<file path="src/rtl/occ_counter.sv">
module occ_counter #(
  parameter bit SPACES_LEFT = 1'b0
) (
  input  logic       clk,
  input  logic       rst_n,
  input  logic       evt,
  input  logic       evt_up,
  input  logic       load,
  input  logic [7:0] load_val,
  input  logic       man_sel,
  input  logic       man_inc,
  input  logic [7:0] cap,
  output logic [3:0] digit_lo,
  output logic [3:0] digit_hi,
  output logic       tc,
  output logic       full
);

  logic [3:0] lo_q, hi_q;

  wire       cnt_up   = man_sel ? 1'b1 : (SPACES_LEFT ? ~evt_up : evt_up);
  wire       stb      = man_sel ? man_inc : evt;
  wire       lo_end   = cnt_up ? (lo_q == 4'd9) : (lo_q == 4'd0);
  wire       hi_end   = cnt_up ? (hi_q == 4'd9) : (hi_q == 4'd0);
  wire       at_end   = lo_end & hi_end;
  wire       adv      = stb & ~at_end;
  wire [7:0] load_tgt = SPACES_LEFT ? cap : load_val;
  wire [7:0] cnt      = {hi_q, lo_q};

  always_ff @(posedge clk) begin
    if (!rst_n) begin
      lo_q <= 4'd0;
      hi_q <= 4'd0;
    end else if (load) begin
      {hi_q, lo_q} <= load_tgt;
    end else if (adv) begin
      if (lo_end) begin
        lo_q <= cnt_up ? 4'd0 : 4'd9;
        hi_q <= cnt_up ? hi_q + 4'd1 : hi_q - 4'd1;
      end else begin
        lo_q <= cnt_up ? lo_q + 4'd1 : lo_q - 4'd1;
      end
    end
  end

  assign digit_lo = lo_q;
  assign digit_hi = hi_q;
  assign tc       = at_end;
  assign full     = SPACES_LEFT ? (cnt == 8'h00) : (cnt == cap);

  wire [6:0] bin = {3'b0, hi_q} * 7'd10 + {3'b0, lo_q};


  bcd_digits_chk: assert property (@(posedge clk) disable iff (!rst_n)
    (lo_q <= 4'd9) && (hi_q <= 4'd9));


  step_up_chk: assert property (@(posedge clk) disable iff (!rst_n)
    (!load && stb && cnt_up && bin != 7'd99) |=> (bin == $past(bin) + 7'd1));


  step_down_chk: assert property (@(posedge clk) disable iff (!rst_n)
    (!load && stb && !cnt_up && bin != 7'd0) |=> (bin == $past(bin) - 7'd1));


  end_hold_chk: assert property (@(posedge clk) disable iff (!rst_n)
    (!load && tc) |=> $stable(bin));


  load_wins_chk: assert property (@(posedge clk) disable iff (!rst_n)
    load |=> ({digit_hi, digit_lo} == $past(load_tgt)));


  idle_hold_chk: assert property (@(posedge clk) disable iff (!rst_n)
    (!load && !stb) |=> $stable(bin));

endmodule

</file>
<file path="config.mk">
export PLATFORM = sky130hd
export DESIGN_NAME = occ_counter
export DESIGN_NICKNAME = d
export VERILOG_FILES = /design/src/rtl/occ_counter.sv
export SDC_FILE = /design/constraint.sdc
export NUM_CORES = 1
export LEC_CHECK = 0
export ABC_CLOCK_PERIOD_IN_PS = 5030
export CAP_MARGIN = 0
export CORE_AREA = 2 2 39 41
export CTS_BUF_LIST = sky130_fd_sc_hd__clkbuf_16
export DETAILED_ROUTE_END_ITERATION = 7
export DIE_AREA = 0 0 41 43
export DONT_BUFFER_PORTS = 1
export PLACE_DENSITY_LB_ADDON = 0.25
export SYNTH_ARGS = -nofsm -noshare
export SYNTH_HDL_FRONTEND = slang
export SYNTH_SLANG_ARGS = --single-unit
</file>
<file path="constraint.sdc">
create_clock -name clk -period 5.03 [get_ports clk]
set_input_delay 0.2515 -clock clk [delete_from_list [all_inputs] [get_ports clk]]
set_output_delay 0.2515 -clock clk [all_outputs]
set_load 0.01 [all_outputs]
</file>
==> impl_results.md <==
* Outcome: finished clean
* Finished Layout Cells at about 100
* Total GRT Usage at 18.8%
* Worst Path Required at 5.14 ns
* DRT antenna net count at 0
* I/O Pins at 33
* Post-synth ARST share at 0%
* Antenna violations before repair at 0
* Synth top area share at 21.1%
* Synth-to-layout area growth at 7.08%
* Synthesized area per cell at 8.35 µm²
* Final WS setup at ~2.8 ns
* Yosys warning total at 0
* Post-cts hold buffer count at 0
* # fillers at between 100 and 150
* Ys flop type: dfxtp_1
* Synth unique cells at 40
* H-tree levels at 1
* Most common cell after layout, fill and taps aside: xnor2_1
* CP delay by family, top: compound AO/OA/AOI/OAI gates
* Routability congestion estimate from global placement at slightly above 0.7
* P per Cell Area at 318 nW/µm²
* Final Hold Viols at 0
* # setup viols final at 0
* Worst setup SP type: flip-flop
* CORE AREA at 1380 µm²
* Layout cell share with drive strength beyond 1 at 12.8%
* Area of the die at 1760 µm²
* Critical path buffer and inverter count at 0
* Worst-path fanout max at 8
* Fin crit period at 2.25 ns
* Die H at around 43 µm
* Total iterations of the first detailed-routing run at 5
* Post-Syn Area at 759 µm²
* Reported leakage power at approximately 0.28 nW
* Number of synthesized flops with an enable pin at 0
* Starting DRT DRC Count at 17
* Met3 Resource Use GR at under 10%
* Largest net degree at the start of global routing at 12
* First-pass GRT wire length at 2300 µm
* Final #Nets at 113
* Initial Utilization at 54.9%
* Max-Cap Viols at 0
* Cell taking the most area after synthesis: dfxtp_1
* Ant. Diodes at 0
* Most frequent cells in the layout: xnor2_1, dfxtp_1, nor2_1
* Total routed wirelength at between 1500 and 2000 µm
* Total Neg Setup Slack at 0 ns
* Max-slew headroom at 59.6%
* Gr ovfl total at 0
* Place WS at between 2 and 3 ns
* Number of global-route vias before repair at 581
* Clock Latency Late Sink at 0.23 ns
* Hold Crit Class: in2reg
* CTS tree: built
* # port buffers at 0
* Postcts setup bufs at 0
* RSZ-0062 raised after global routing: no
* Mapped Nets at between 100 and 150
* Setup Skew at ~0.0006 ns
* Die X at 41 µm
* Std cell rows at 14
* Slew Limit Fails at 0
* Num Clock Sinks at 8
* Crit Path Category: reg2reg
* Synth Instances at 91
* Least-Margin Pin Slew at between 0.6 and 0.7 ns
* DR WL/cell at 15.1 µm
* Clock-pin slew on the worst setup and hold paths at 0.03 ns
* DR vias at 654
* Worst path slowest cell: or4_1
* Vias per Instance at 6.41
* VDD IR-drop max at 0.000272 V
* CTS buffer count at 3
* CTS max path bufs at 2
* Worst Setup End Kind: flip-flop
* Period utilization at roughly 45%
* Sequential fraction of the synthesis area at 21.1%
* Area contributors post-synth: dfxtp_1, xnor2_1, nor2_1, xor2_1, a211oi_2
* Cells after DPL at 99
* Met1 GRT Util at 24.6%
* Synth Register Bits at 8
* Critical Path, Cell by Cell: or4_1 -> a211oi_2 -> a21oi_1 -> nor4bb_1 -> a311o_1
* Fmax achieved at approximately 0.44 GHz
* GRT busiest layer: met2
* Arrival @ worst endpoint at 2.36 ns
* Drt drc at 0
* Post-DP HPWL at approximately 1200 µm
* CTS root buf: clkbuf_16
* Met2 usage at 26.9%
* CTS resizes at 0
* Worst path max stage delay at 0.56 ns
## path summary, 6_finish.rpt
kind / from / end / slack (ns) / cells after the start
min reg2reg: digit_lo[2] / digit_lo[2] / 0.71 / 2
max reg2reg: digit_hi[0] / digit_lo[3] / 2.78 / 5
max: digit_hi[0] / digit_lo[3] / 2.78 / 5
min: rst_n / digit_hi[3] / 0.15 / 1
## layout make-up
type                       count  area, µm²  share of cell area, %
multi-input combinational     72        547                   67.2
sequential                     8        160                   19.7
clock buffer                   3       75.1                   9.23
tap                           16       20.0                   2.46
inverter                       3       11.3                   1.38
## routing by layer
layer,up-vias,share of wire [%]
li1,329,-
met1,281,46
met2,39,40
met3,5,11
met4,0,2.3
met5,-,0
## worst reg2reg max path, cell delays in order (launching register included)
cell and delay [ns]:
dfxtp_1 0.41, or4_1 0.56, a211oi_2 0.45, a21oi_1 0.21
nor4bb_1 0.19, a311o_1 0.31
## metrics by stage
stage	util [%]	instance area (µm²)	hold slack, ns	power [mW]
floorplan	-	759	0.385	0.125
global placement	53.3	738	0.387	0.128
detailed placement	53.3	738	0.392	0.129
CTS	58.8	813	0.149	0.261
global route	58.8	813	0.155	0.270
finish	58.8	813	0.151	0.259
## registers in the layout, summed over array words and instances, names as in the netlist
name      count
digit_hi      4
digit_lo      4
## logic make-up (layout without fill, tap and decap cells)
| logic type | count (synthesis) | after routing | share of synthesized area, % |
|---|---|---|---|
| and+or+nand+nor | 28 | 28 | 22.6 |
| AOI/OAI and AO/OA | 25 | 25 | 25.9 |
| xor gates and xnor gates | 14 | 14 | 16.1 |
| buffers and inverters | 11 | 6 | 6.92 |
| DFF | 8 | 8 | 21.1 |
| muxes | 3 | 3 | 4.12 |
| adders and majority gates | 2 | 2 | 3.29 |
## power by group
group          leakage (nW)  internal, mW  switching (mW)  total (mW)
clock network        0.0370         0.102          0.0287       0.131
registers            0.0666        0.0690          0.0153      0.0844
logic                 0.176        0.0237          0.0196      0.0433
## Yosys cell counts (all sizes together) (2+ instances only)
cell     n
nand4    2
ha       2
buf      4
nor4bb   2
o21ai    5
mux2i    2
xor2     3
nor3     3
nor2     8
inv      3
o211ai   2
a21oi    4
clkbuf   4
nand2    3
nand2b   2
a211oi   4
or4      2
xnor2   11
dfxtp    8
No activity file was read; power rests on OpenSTA's default activity.
